**src/rtl/mdio_frame_master.sv**
```systemverilog
module mdio_frame_master #(
  parameter int SPD_W   = 6,
  parameter int PRE_LEN = 32
) (
  input  logic             clk,
  input  logic             rst_n,
  input  logic             frame_we,
  input  logic [31:0]      frame_wd,
  output logic [31:0]      frame_q,
  input  logic             speed_we,
  input  logic [SPD_W-1:0] speed_wd,
  output logic [SPD_W-1:0] speed_q,
  input  logic             evt_clr,
  output logic             evt,
  output logic             busy,
  output logic             mdc,
  output logic             mdio_o,
  output logic             mdio_oe,
  input  logic             mdio_i
);
  localparam int TOT   = PRE_LEN + 32;
  localparam int CNT_W = $clog2(TOT);

  logic [SPD_W-1:0] div;
  logic [CNT_W-1:0] bitn;
  logic [CNT_W-1:0] fpos;
  logic [15:0]      cap;

  wire is_rd = (frame_q[29:28] == 2'b10);
  wire start = frame_we && !busy && (speed_q != '0);
  wire half  = busy && (div == speed_q);
  wire rise  = half && !mdc;
  wire fall  = half && mdc;
  wire last  = (bitn == CNT_W'(TOT - 1));
  wire in_pre = (bitn < CNT_W'(PRE_LEN));

  assign fpos    = CNT_W'(TOT - 1) - bitn;
  assign mdio_o  = busy && (in_pre || frame_q[fpos[4:0]]);
  assign mdio_oe = busy && !(is_rd && (bitn >= CNT_W'(TOT - 18)));

  always_ff @(posedge clk or negedge rst_n) begin
    if (!rst_n) begin
      frame_q <= '0;
      speed_q <= '0;
      busy    <= 1'b0;
      mdc     <= 1'b0;
      div     <= '0;
      bitn    <= '0;
      cap     <= '0;
    end else begin
      if (speed_we && !busy)
        speed_q <= speed_wd;
      if (start) begin
        frame_q <= frame_wd;
        busy    <= 1'b1;
        mdc     <= 1'b0;
        div     <= '0;
        bitn    <= '0;
      end else if (busy) begin
        if (half) begin
          div <= '0;
          mdc <= ~mdc;
        end else begin
          div <= div + 1'b1;
        end
        if (rise && is_rd && (bitn >= CNT_W'(TOT - 16)))
          cap <= {cap[14:0], mdio_i};
        if (fall) begin
          if (last) begin
            busy <= 1'b0;
            if (is_rd)
              frame_q[15:0] <= cap;
          end else begin
            bitn <= bitn + 1'b1;
          end
        end
      end
    end
  end

  always_ff @(posedge clk or negedge rst_n) begin
    if (!rst_n)
      evt <= 1'b0;
    else if (fall && last)
      evt <= 1'b1;
    else if (evt_clr)
      evt <= 1'b0;
  end
endmodule

```
**config.mk**
```make
export PLATFORM = sky130hd
export DESIGN_NAME = mdio_frame_master
export DESIGN_NICKNAME = d
export VERILOG_FILES = /design/src/rtl/mdio_frame_master.sv
export SDC_FILE = /design/constraint.sdc
export NUM_CORES = 1
export LEC_CHECK = 0
export ABC_CLOCK_PERIOD_IN_PS = 4970
export BUFFER_PORTS_ARGS = -buffer_cell sky130_fd_sc_hd__buf_4
export CORE_MARGIN = 2
export CORE_UTILIZATION = 45
export CTS_CLUSTER_DIAMETER = 40
export DETAILED_ROUTE_END_ITERATION = 7
export HOLD_SLACK_MARGIN = 0.12
export PLACE_DENSITY_LB_ADDON = 0.12
export SLEW_MARGIN = 5
export SYNTH_ARGS = -nofsm -noshare
export SYNTH_HDL_FRONTEND = slang
export SYNTH_SLANG_ARGS = --single-unit
```
**constraint.sdc**
```tcl
create_clock -name clk -period 4.97 [get_ports clk]
set_clock_uncertainty 0.2 [all_clocks]
set_input_delay 0.497 -clock clk [delete_from_list [all_inputs] [get_ports clk]]
set_output_delay 0.497 -clock clk [all_outputs]
set_load 0.01 [all_outputs]
```
# Word level (Yosys, flattened, before mapping)
# Cells that the tools add are included.
[word_totals] register_bits=69 latchBits=0 ramBits=0 rom_bits=0 input_bits=44 output_inout_bits=43 wordCells=72 memories=0
[op_classes] n_addsub=3 mul=0 div=0 n_lt_le_gt_ge=4 eq_ne=4 shift=0 muxes=23 n_bitwise=2 reduce_logical=27
[ops] cell="$mux W16" n=5
[ops] cell="$mux W6" n=7
[ops] cell="$add A6 B1 Y6 const B" n=2
[ops] cell="$ge A6 B6 Y1 const B" n=2
[ops] cell="$logic_and A1 B1 Y1" n=12
[ops] cell="$reduce_bool A2 Y1" n=6
[ops] cell="$mux W1" n=10
[ops] cell="$eq A6 B6 Y1" n=1
[ops] cell="$eq A6 B6 Y1 const B" n=1
[ops] cell="$lt A5 B6 Y1 const B" n=1
[ops] cell="$lt A6 B6 Y1 const B" n=1
[ops] cell="$reduce_and A3 Y1" n=2
[ops] cell="$reduce_bool A6 Y1" n=1
[ops] cell="$bmux W1 S5" n=1
[ops] cell="$sub A5 B5 Y5 const A" n=1
[ops] cell="$reduce_and A4 Y1" n=1
[ops] cell="$logic_not A1 Y1" n=3
[ops] cell="$eq A2 B2 Y1 const B" n=1
[ops] cell="$ne A2 B2 Y1 const B" n=1
[ops] cell="$not A1 Y1" n=2
[ops] cell="$reduce_and A2 Y1" n=1
[ops] cell="$logic_or A1 B1 Y1" n=1

# Depth between registers and ports, before layout
# Gate-level depths: netlist of run 1.
[depth] word_depth=6 mapped_depth=7 ltp_nobuf=6

# Least setup slack after synthesis of run 1
# OpenSTA, ideal clock, no wires.
[synth_timing] path_type="flip-flop to flip-flop" start="register speed_q[0]" end="register cap[10]" setup_ns=0.125 arrival_ns=2.042 t_required_ns=4.645 setup_slack_ns=2.603 stages_incl_launch_ff=8 n_path_buf=2 synth_period_minus_slack_ns=2.367 cell_sequence="dfrtp_1 > xnor2_1 > nand4_2 > or2_1 > buf_6 > nor4_4 > buf_6 > mux2_2"
[synth_between] elab_chain_len=6 elab_cells_between_ends=9 cone_classes="eq/ne (1); bitwise (1); reduce/logical (7)"
[synth_rtl] item="start, declared" line_no="12" rtl="output logic [SPD_W-1:0] speed_q,"
[synth_rtl] item="start signal, assigned" line_no="52" rtl="speed_q <= speed_wd;"
[synth_rtl] item="$eq A6 B6 Y1" line_no="31" rtl="wire half = busy && (div == speed_q);"
[synth_rtl] item="$logic_and A1 B1 Y1" line_no="31"
[synth_rtl] item="$logic_and A1 B1 Y1" line_no="32" rtl="wire rise = half && !mdc;"
[synth_rtl] item="$logic_and A1 B1 Y1 (2 in series)" line_no="66" rtl="if (rise && is_rd && (bitn >= CNT_W'(TOT - 16)))"
[synth_rtl] item="$reduce_and A3 Y1 (no line) (*)"
[synth_rtl] item="end signal, assigned" line_no="67" rtl="cap <= {cap[14:0], mdio_i};"
[synth_rtl] item="end, declared" line_no="27" rtl="logic [15:0] cap;"
# Mark *: on every way between the ends. The rest lies on a longest branch, timed or not.
# A chain may end at the register's enable or synchronous reset.

# Worst setup path in the final report of run 1
[layout_timing] start="register bitn[0]" end="output mdio_o"
[layout_between] elab_chain_len=5 elab_cells_between_ends=6 cone_classes="add/sub (1); order compare (1); mux (2); reduce/logical (2)"
[layout_rtl] item="start, declared" line_no="25" rtl="logic [CNT_W-1:0] bitn;"
[layout_rtl] item="start signal, assigned" line_no="74" rtl="bitn <= bitn + 1'b1;"
[layout_rtl] item="$sub A5 B5 Y5" line_no="37" rtl="assign fpos = CNT_W'(TOT - 1) - bitn;"
[layout_rtl] item="$bmux W1 S5" line_no="38" rtl="assign mdio_o = busy && (in_pre || frame_q[fpos[4:0]]);"
[layout_rtl] item="$mux W1 (implied by the code)" line_no="38"
[layout_rtl] item="$logic_or A1 B1 Y1 (*)" line_no="38"
[layout_rtl] item="$logic_and A1 B1 Y1 (*)" line_no="38"
[layout_rtl] item="end, declared" line_no="17" rtl="output logic mdio_o,"
# Mark *: on every way between the ends. The rest lies on a longest branch, timed or not. The select of a mux whose other input is x is not followed.

==> impl_metrics.json, run 1 <==
{
  "syn-num-nets": 331,
  "grt_pass1_wl_mm": 12.1,
  "path_class": "reg -> out",
  "total_power_mw": 2.21,
  "cts_setup_buffers": 0,
  "path_max_fanout": 20,
  "cp.arrival_ns": 2.55,
  "cts-buffers-inserted": 9,
  "placed_area_mm2": 0.00406,
  "synth-edff-count": 0,
  "synth_area_per_cell_um2": 11.7,
  "antenna_found_initial": 0,
  "routedWlPerCell_um": 15.1,
  "fp.dieH_um": 90.3,
  "post_drt_via_cell_ratio": 5.25,
  "max_cap_viol_count": 0,
  "timing.rr.start": "bitn[0]",
  "whs_ns": 0.147,
  "insertion_delay_ns": 0.34,
  "worst_r2r_endpoint": "frame_q[15]",
  "setup_violations": 0,
  "htree_levels": 3,
  "ant_nets": 0,
  "nFillCells": 633,
  "synth-main-ff-cell": "dfrtp_1",
  "cts_sinks": 69,
  "timing.fmax_mhz": 308,
  "combPwrFrac_pct": 37.4,
  "portBuffers": 86,
  "ys_top_cells_by_area": "dfrtp_1 (52%), mux2_2 (13%), mux2i_1 (9.6%)",
  "core_area_mm2": 0.00721,
  "final_util_pct": 58.8,
  "netlist_area_mm2": 0.00335,
  "tritoncts": "built",
  "vdd_drop_max_mv": 0.290,
  "place_inst": 457,
  "overflow": 0,
  "syn_to_final_growth_pct": 26.6,
  "hpwl_mm": 5.09,
  "final_max_slew_viol_count": 0,
  "powerDensity_mw_per_mm2": 521,
  "clkTransAtPathRegs_ns": 0.06,
  "critical-path-max-stage-delay_ns": 0.98,
  "drive_gt1_share_pct": 39.4,
  "dp_slack_ns": 2.07,
  "rrSetupSlack_ns": 2.10,
  "diodes": 0,
  "nets": 416,
  "status": "completed",
  "crit_required_ns": 4.27,
  "sequentialPowerShare_pct": 44.6,
  "finalHoldViolations": 0,
  "fin_cells": 472,
  "ctsHoldBuffers": 1,
  "syn-instance-count": 285,
  "synth_cell_types": 43,
  "gp_congestion": 0.803,
  "hold_class": "in -> reg",
  "fp.dieArea_mm2": 0.00815,
  "fin_ws_ns": 1.72,
  "grt_pass1_vias": 2470,
  "cts_buffer_depth": 2,
  "drc": 0,
  "cts_root_buf": "clkbuf_8",
  "pin_count": 87,
  "drt-total-wl_mm": 7.11,
  "hold_start": "evt_clr",
  "layout_min_cycle_time_ns": 3.25,
  "synth_warnings": 0,
  "start_util_pct": 46.4,
  "fin_setup_tns_ns": 0,
  "period_share_pct": 65.4,
  "async_flop_share_pct": 100,
  "die_x_um": 90.3,
  "synth_top_area_cell": "dfrtp_1",
  "drtIter0Drc": 190,
  "p_switching_uw": 781,
  "multi_input_area_mm2": 0.00153,
  "grt_max_degree": 70,
  "std_cell_rows": 31,
  "switching_share_pct": 35.4,
  "via_count": 2478,
  "final_common_cell": "buf_4",
  "synth_top_area_share_pct": 51.6,
  "whs_path_depth": 2,
  "p_int_mw": 1.43,
  "hold_end": "evt",
  "slew_headroom_pct": 34.8,
  "drt-pass1-iter-count": 4,
  "post_cts_resized": 0,
  "clkPwrFrac_pct": 18.0,
  "seqCellArea_mm2": 0.00173,
  "crit_chain": "mux4_2, o21ai_0, a31o_2, o211ai_1, buf_4",
  "ys_seq_elements": 69,
  "layout_common_cells": "buf_4 (88), dfrtp_1 (69), mux2_2 (38), mux2i_1 (32), nand2_1 (23)",
  "p_leak_nw": 1.84,
  "synth_seq_area_share_pct": 51.6,
  "grt_usage_pct": 18.6,
  "ff2ff_path_depth": 7,
  "tightest_slew_ns": 0.971,
  "fin_area_mm2": 0.00424,
  "crit_path_start_kind": "flop",
  "cpMaxStageDelayCell": "dfrtp_1",
  "rsz0062_at_grt": "no",
  "end_kind": "output pin"
}
-- worst max-delay path: cells and delay by family (launching register included) --
family	cells	cell delay (ns)
flops	1	0.98
compound gates	3	0.48
buf+inv	1	0.16
mux	1	0.59
-- power by group through the flow --
stage                     sequential, mW  combinational [mW]  clock (mW)
final                              0.985               0.825       0.397
after global routing                1.02               0.902       0.429
after CTS                          0.988               0.836       0.409
after detailed placement           0.998               0.834           0
after global placement             0.997               0.821           0
after floorplan                    0.984               0.426           0
-- worst max path at each step --
stage / to / startpoint / slack, ns
floorplan: cap[10] / speed_q[0] / 2.60
global placement: mdio_o / bitn[0] / 2.11
detailed placement: mdio_o / bitn[0] / 2.07
CTS: mdio_o / bitn[0] / 1.70
global route: mdio_o / bitn[0] / 1.52
finish: mdio_o / bitn[0] / 1.72
-- sequential cells by signal, indices dropped and copies added (netlist names) --
signal / flops
busy: 1
speed_q: 6
bitn: 6
frame_q: 32
cap: 16
mdc: 1
evt: 1
div: 6
-- final cells by class --
cell class | instances | share of cell area (%)
Clock buffer | 12 | 3.66
Clock inverter | 2 | 0.236
Inverter | 5 | 0.443
Multi-Input combinational cell | 196 | 36.2
Sequential cell | 69 | 40.7
Tap cell | 99 | 2.92
Timing Repair Buffer | 89 | 15.8
-- synth_stat cells, types with 5 or more instances --
cell type  count
a21oi_1        7
clkbuf_1      10
dfrtp_1       69
inv_1          5
mux2_2        38
mux2i_1       32
nand2_1       23
nand3_1        8
nor2_1         8
nor2b_1        5
o21ai_0       20
or3_1          5
xnor2_1        7
-- metal layers --
layer | GRT usage [%] | vias up | share of wire, %
li1 | - | 1202 | -
met1 | 25.5 | 1186 | 44
met2 | 28.6 | 75 | 49
met3 | 3.84 | 15 | 4.5
met4 | 8.46 | 0 | 2.2
met5 | 0 | - | 0
-- cell families after synthesis --
family / after synthesis / synth area share (%)
fa+ha+maj: 2 / 0.747
simple gates: 67 / 11.0
compound gates: 48 / 8.60
xor+xnor: 8 / 2.09
mux: 71 / 23.0
buf+inv: 20 / 2.95
flops: 69 / 51.6
No activity file was read; power rests on OpenSTA's default activity.
==> run 2, diff against run 1 <==
Settings changed: ABC_AREA from default to 1, ABC_CLOCK_PERIOD_IN_PS 4970 to 3000.
Clock period 4.97 ns to 3 ns, I/O delays scaled along.
==> run 2 against run 1 <==
  * Via count grew 42%
  * Final cell count grew 52%
  * Worst setup slack lost 1.3 ns
  * Clock power grew 140%
  * Non-clock buffer count grew 43
  * First-iteration DRC count shrank 5.3%
  * Critical path type unchanged
==> impl_metrics.json, run 2 <==
{
  "status": "completed",
  "post_drt_via_cell_ratio": 4.91,
  "antenna_found_initial": 0,
  "drc": 0,
  "fp.dieH_um": 94.5,
  "finalHoldViolations": 0,
  "cts_setup_buffers": 0,
  "top_layer": "met4",
  "start_util_pct": 46.9,
  "netlist_area_mm2": 0.00368,
  "synth-edff-count": 0,
  "syn-instance-count": 489,
  "sequentialPowerShare_pct": 47.0,
  "timing.fmax_mhz": 382,
  "final_util_pct": 64.0,
  "htree_levels": 3,
  "cts-buffers-inserted": 9,
  "p_int_mw": 1.58,
  "tightest_slew_ns": 0.870,
  "async_flop_share_pct": 100,
  "wl_met2_mm": 4.50,
  "fin_area_mm2": 0.00503,
  "synth-main-ff-cell": "dfrtp_1",
  "cts_root_buf": "clkbuf_8",
  "insertion_delay_ns": 0.34,
  "setup_violations": 0,
  "synth_seq_area_share_pct": 46.9,
  "drtIter0Drc": 180,
  "core_area_mm2": 0.00785,
  "via_count": 3514,
  "yosys-top-cells-count": "nand2_1 (181), dfrtp_1 (69), nand3_1 (65)",
  "overflow": 0,
  "combPwrFrac_pct": 5.3,
  "powerDensity_mw_per_mm2": 394,
  "syn_to_final_growth_pct": 36.5,
  "crit_path_start_kind": "flop",
  "cpMaxStageDelayCell": "dfrtp_1",
  "drt-pass1-iter-count": 4,
  "yosys.cell_count.top_type": "nand2_1",
  "crit_chain": "inv_1, nand2_1, nand3_1, nand3_1, nand3_1, nand2_1, nand2_1, a21oi_1, buf_4",
  "tritoncts": "built",
  "placed_area_mm2": 0.00438,
  "fp.dieArea_mm2": 0.00892,
  "switching_share_pct": 20.3,
  "pin_count": 87,
  "cts_buffer_depth": 2,
  "p_switching_uw": 402,
  "final_common_cell": "nand2_1",
  "drive_gt1_share_pct": 20.4,
  "whs_ns": 0.133,
  "post_cts_resized": 0,
  "final_max_slew_viol_count": 0,
  "largest-register": "frame_q",
  "synth_top_area_share_pct": 46.9,
  "grt_max_degree": 70,
  "path_class": "reg -> out",
  "std_cell_rows": 32,
  "period_share_pct": 87.3,
  "wl_met1_mm": 4.24,
  "clkPwrFrac_pct": 47.7,
  "ys_seq_elements": 69,
  "nets": 655,
  "synth_warnings": 0,
  "gp_congestion": 0.841,
  "slew_headroom_pct": 42.0,
  "layout_common_cells": "nand2_1 (181), buf_4 (91), dfrtp_1 (69), nand3_1 (65), inv_1 (45)",
  "die_x_um": 94.5,
  "ys_top_cells_by_area": "dfrtp_1 (47%), nand2_1 (18%), nand3_1 (8.8%)",
  "diodes": 0,
  "cp.arrival_ns": 2.12,
  "grt_pass1_wl_mm": 15.5,
  "hpwl_mm": 6.48,
  "routedWlPerCell_um": 13.0,
  "synth_area_per_cell_um2": 7.53,
  "reg_top3": "frame_q: 32 flops, cap: 16 flops",
  "largest_register_ffs": 32,
  "drt-total-wl_mm": 9.30,
  "ant_nets": 0,
  "cts_sinks": 69,
  "rsz0062_at_grt": "no",
  "fin_setup_tns_ns": 0,
  "portBuffers": 86,
  "vdd_drop_max_mv": 0.282,
  "crit_required_ns": 2.50,
  "end_kind": "output pin",
  "syn-num-nets": 535,
  "dr_wl_met3_um": 438,
  "grt_usage_pct": 22.1,
  "hold_class": "in -> reg",
  "layout_min_cycle_time_ns": 2.62,
  "synth_cell_types": 27,
  "synth_top_area_cell": "dfrtp_1",
  "clkTransAtPathRegs_ns": 0.08,
  "path_max_fanout": 14,
  "max_cap_viol_count": 0,
  "p_leak_nw": 2.69,
  "grt_pass1_vias": 3363,
  "critical-path-max-stage-delay_ns": 0.58
}
run 2: cell types whose count changed after synthesis, moves of 6 or more:
| cell | before | now |
|---|---|---|
| inv_1 | 5 | 45 |
| mux2_2 | 38 | 0 |
| nand3_1 | 8 | 65 |
| a21oi_1 | 7 | 24 |
| o21ai_2 | 0 | 6 |
| mux2i_1 | 32 | 0 |
| xnor2_1 | 7 | 1 |
| o21ai_0 | 20 | 8 |
| xor2_1 | 1 | 7 |
| nand2_1 | 23 | 181 |
| buf_2 | 1 | 9 |
| nor2_1 | 8 | 35 |
run 2: power by group through the flow:
stage               registers [mW]  logic, mW  clock network [mW]
floorplan                    0.948   0.000683                   0
finish                       0.929      0.104               0.945
CTS                          0.929      0.106               0.957
detailed placement           0.948     0.0637                   0
global placement             0.948     0.0638                   0
global route                 0.929      0.114                1.00
run 2: final timing paths:
kind                              start          end  slack [ns]  cells past startpoint
setup / recovery                bitn[0]       mdio_o        0.38                      9
hold / removal             frame_wd[14]  frame_q[14]        0.13                      5
setup reg to reg             speed_q[5]  frame_q[12]        0.76                      7
hold reg to reg                 cap[15]      cap[15]        0.30                      2
max in group asynchronous         rst_n   speed_q[1]        1.62                      2
min in group asynchronous         rst_n  frame_q[28]        0.42                      2
run 2: repair_timing:
action                                 in CTS  in global routing
endpoints found under the hold margin     108                  0
hold buffers                               40                  0
setup endpoints to repair                   0                  0
run 2: metal layers:
metal  GRT usage, %  vias to the layer above
met4           7.61                        0
met1           29.2                     1628
met5              0                        -
met2           37.6                      101
li1               -                     1777
met3           2.79                        8
run 2: worst max-delay path, delay by kind of cell (launching register included):
kind            cells  cell delay (ns)
flops               1             0.58
buf+inv             2             0.48
compound gates      1             0.19
simple gates        6             0.53
run 2: final cells by class:
type / instances / area [um2]
flip-flops and latches: 69 / 1730
inverters: 47 / 176
repair buffers: 132 / 1100
clock buffers: 11 / 141
clock inverters: 5 / 106
well taps: 102 / 128
multi-input cells: 350 / 1640
fillers: 727 / 2820
run 2: per-stage QoR:
step,total power [mW],worst slack (ns),instances
after floorplan,0.949,1.11,489
after global placement,1.01,0.744,660
after detailed placement,1.01,0.743,660
after CTS,1.99,0.357,716
after global routing,2.05,0.137,716
final,1.98,0.380,716
run 2: cells by family after synthesis:
| logic type | after synthesis | synth area share (%) |
|---|---|---|
| AND/OR/NAND/NOR | 293 | 34.1 |
| buffers and inverters | 70 | 8.46 |
| flip-flops | 69 | 46.9 |
| AO/OA/AOI/OAI | 42 | 6.46 |
| XOR/XNOR | 8 | 1.90 |
| multiplexers | 5 | 1.53 |
| adder cells (fa/ha/maj) | 2 | 0.679 |
==> run 3, diff against run 2 <==
Settings changed: ABC_CLOCK_PERIOD_IN_PS 3000 to 2200.
Clock period 3 ns to 2.2 ns, I/O delays scaled along.
==> run 3 against run 2 <==
  * Combinational power rose by 41%
  * The flow now finishes with violations (setup timing)
  * Sequential share of layout area fell by 0.85 points
  * Largest power group is now registers
  * Worst hold slack improved by 0.070 ns
  * Utilization rose by 1.7 points
  * Final cell count up 2.0%
==> impl_metrics.json, run 3 (same netlist as run 2, synthesis figures left out) <==
{
  "status": "complete, but fails checks",
  "violations": "setup timing",
  "grt_pass1_wl_mm": 15.5,
  "cpMaxStageDelayCell": "dfrtp_2",
  "end_kind": "output pin",
  "slew_headroom_pct": 74.7,
  "crit_chain": "clkinvlp_4, buf_6, buf_6, nand2_1, nand2_1, nand2_1, nand3_1, nand3_1, nand2_1, nand2_1, a21oi_2, buf_4",
  "crit_path_start_kind": "flop",
  "hpwl_mm": 6.49,
  "rrSetupSlack_ns": 0.20,
  "htree_levels": 3,
  "path_class": "reg -> out",
  "drt-pass1-iter-count": 4,
  "max_cap_viol_count": 0,
  "cts_sinks": 69,
  "tightest_slew_ns": 0.378,
  "cts_buffer_depth": 2,
  "largest_register_ffs": 32,
  "die_x_um": 94.5,
  "seqCellArea_mm2": 0.00173,
  "grt_usage_pct": 22.5,
  "layout_min_cycle_time_ns": 2.24,
  "routedWlPerCell_um": 13.0,
  "cts_root_buf": "clkbuf_8",
  "drt-total-wl_mm": 9.51,
  "grtUsageMet2_pct": 36.3,
  "multi_input_area_mm2": 0.00165,
  "nets": 668,
  "overflow": 0,
  "pin_count": 87,
  "syn_to_final_growth_pct": 40.1,
  "start_util_pct": 46.9,
  "cts-buffers-inserted": 9,
  "gp_congestion": 0.849,
  "worst_r2r_endpoint": "frame_q[12]",
  "hold_start": "speed_we",
  "clkTransAtPathRegs_ns": 0.07,
  "rsz0062_at_grt": "yes",
  "p_leak_nw": 2.76,
  "drtIter0Drc": 174,
  "critical-path-max-stage-delay_ns": 0.45,
  "insertion_delay_ns": 0.34,
  "powerDensity_mw_per_mm2": 506,
  "crit_required_ns": 1.78,
  "timing.fmax_mhz": 447,
  "fin_area_mm2": 0.00516,
  "grt_max_degree": 70,
  "final_max_slew_viol_count": 0,
  "setup_violations": 1,
  "cp.depth": 12,
  "final_common_cell": "nand2_1",
  "fin_ws_ns": -0.0358,
  "grt_use_met3_pct": 3.35,
  "path_max_fanout": 7,
  "drive_gt1_share_pct": 23.0,
  "grt_pass1_vias": 3297,
  "placed_area_mm2": 0.00445,
  "cp.arrival_ns": 1.82,
  "std_cell_rows": 32,
  "whs_path_depth": 4,
  "post_drt_via_cell_ratio": 4.83,
  "hold_class": "in -> reg",
  "nFillCells": 684,
  "vdd_drop_max_mv": 0.350,
  "worst_path_dominant_cell_family": "flip-flops",
  "use_met1_pct": 30.2,
  "crit_path_frequent_cell": "nand2_1",
  "fp.dieH_um": 94.5,
  "hold_end": "speed_q[1]",
  "antenna_found_initial": 0,
  "ant_nets": 0,
  "ff2ff_path_depth": 8,
  "tritoncts": "built",
  "grt-busiest-layer": "met2",
  "drc": 0,
  "portBuffers": 86,
  "period_share_pct": 102,
  "core_area_mm2": 0.00785,
  "layout_common_cells": "nand2_1 (179), buf_4 (98), dfrtp_1 (68), nand3_1 (65), inv_1 (43)",
  "largest-register": "frame_q",
  "via_count": 3526,
  "total_power_mw": 2.61,
  "final_util_pct": 65.7,
  "fp.dieArea_mm2": 0.00892,
  "reg_top3": "frame_q: 32 flops, cap: 16 flops",
  "worst-path-buf-inv": 4,
  "finalHoldViolations": 0,
  "timing.rr.start": "bitn[0]"
}
## run 3: layer usage
metal  up-vias  routed length [um]
met3        15                 386
met1      1618                4360
met4         0                 193
met2        84                4570
met5         -                   0
li1       1809                   -
## run 3: power by group
group	switching (mW)	internal [mW]
sequential	0.0000000000000000504	1.27
combinational	0.0481	0.0988
clock	0.495	0.702
total	0.544	2.07
## run 3: worst max-delay path by stage
stage | from | endpoint | slack (ns)
after global routing | bitn[0] | mdio_o | -0.12
after global placement | bitn[1] | mdio_o | 0.27
after CTS | bitn[0] | mdio_o | 0.02
after detailed placement | bitn[0] | mdio_o | 0.23
final | bitn[0] | mdio_o | -0.04
after floorplan | bitn[0] | mdio_o | 0.39
## run 3: area by class of cell
class                   instances  area share, %
clock buffers                  11           2.94
multi-input cells             350           32.0
inverters                      47           3.49
flip-flops and latches         69           33.5
clock inverters                 5           1.58
repair buffers                145           23.9
diodes                          1         0.0485
well taps                     102           2.47
## run 3: repair_timing
item / 4_1_cts / 5_1_grt
resized for setup: 6 / 4
endpoints found under the setup margin: 1 / 1
hold buffers: 41 / 0
buffers inserted: 6 / 0
hold endpoints to repair: 109 / 0
pin swaps: 1 / 5
## run 3: worst register-to-register path: stages, from the launching register on
cell     delay (ns)
dfrtp_2        0.42
buf_4          0.15
ha_1           0.18
nand2_1        0.10
nor2_2         0.18
nand4_4        0.28
nand2_4        0.25
nand2_1        0.11
nand2_1        0.07
## run 3: stage by stage
step	std cells	setup TNS (ns)	setup WS [ns]	hold WS, ns
final	730	-0.0358	-0.0358	0.203
after global routing	729	-0.120	-0.120	0.273
after CTS	729	0	0.0211	0.209
after detailed placement	666	0	0.232	0.0588
after global placement	666	0	0.269	0.0590
after floorplan	489	0	0.386	-0.276
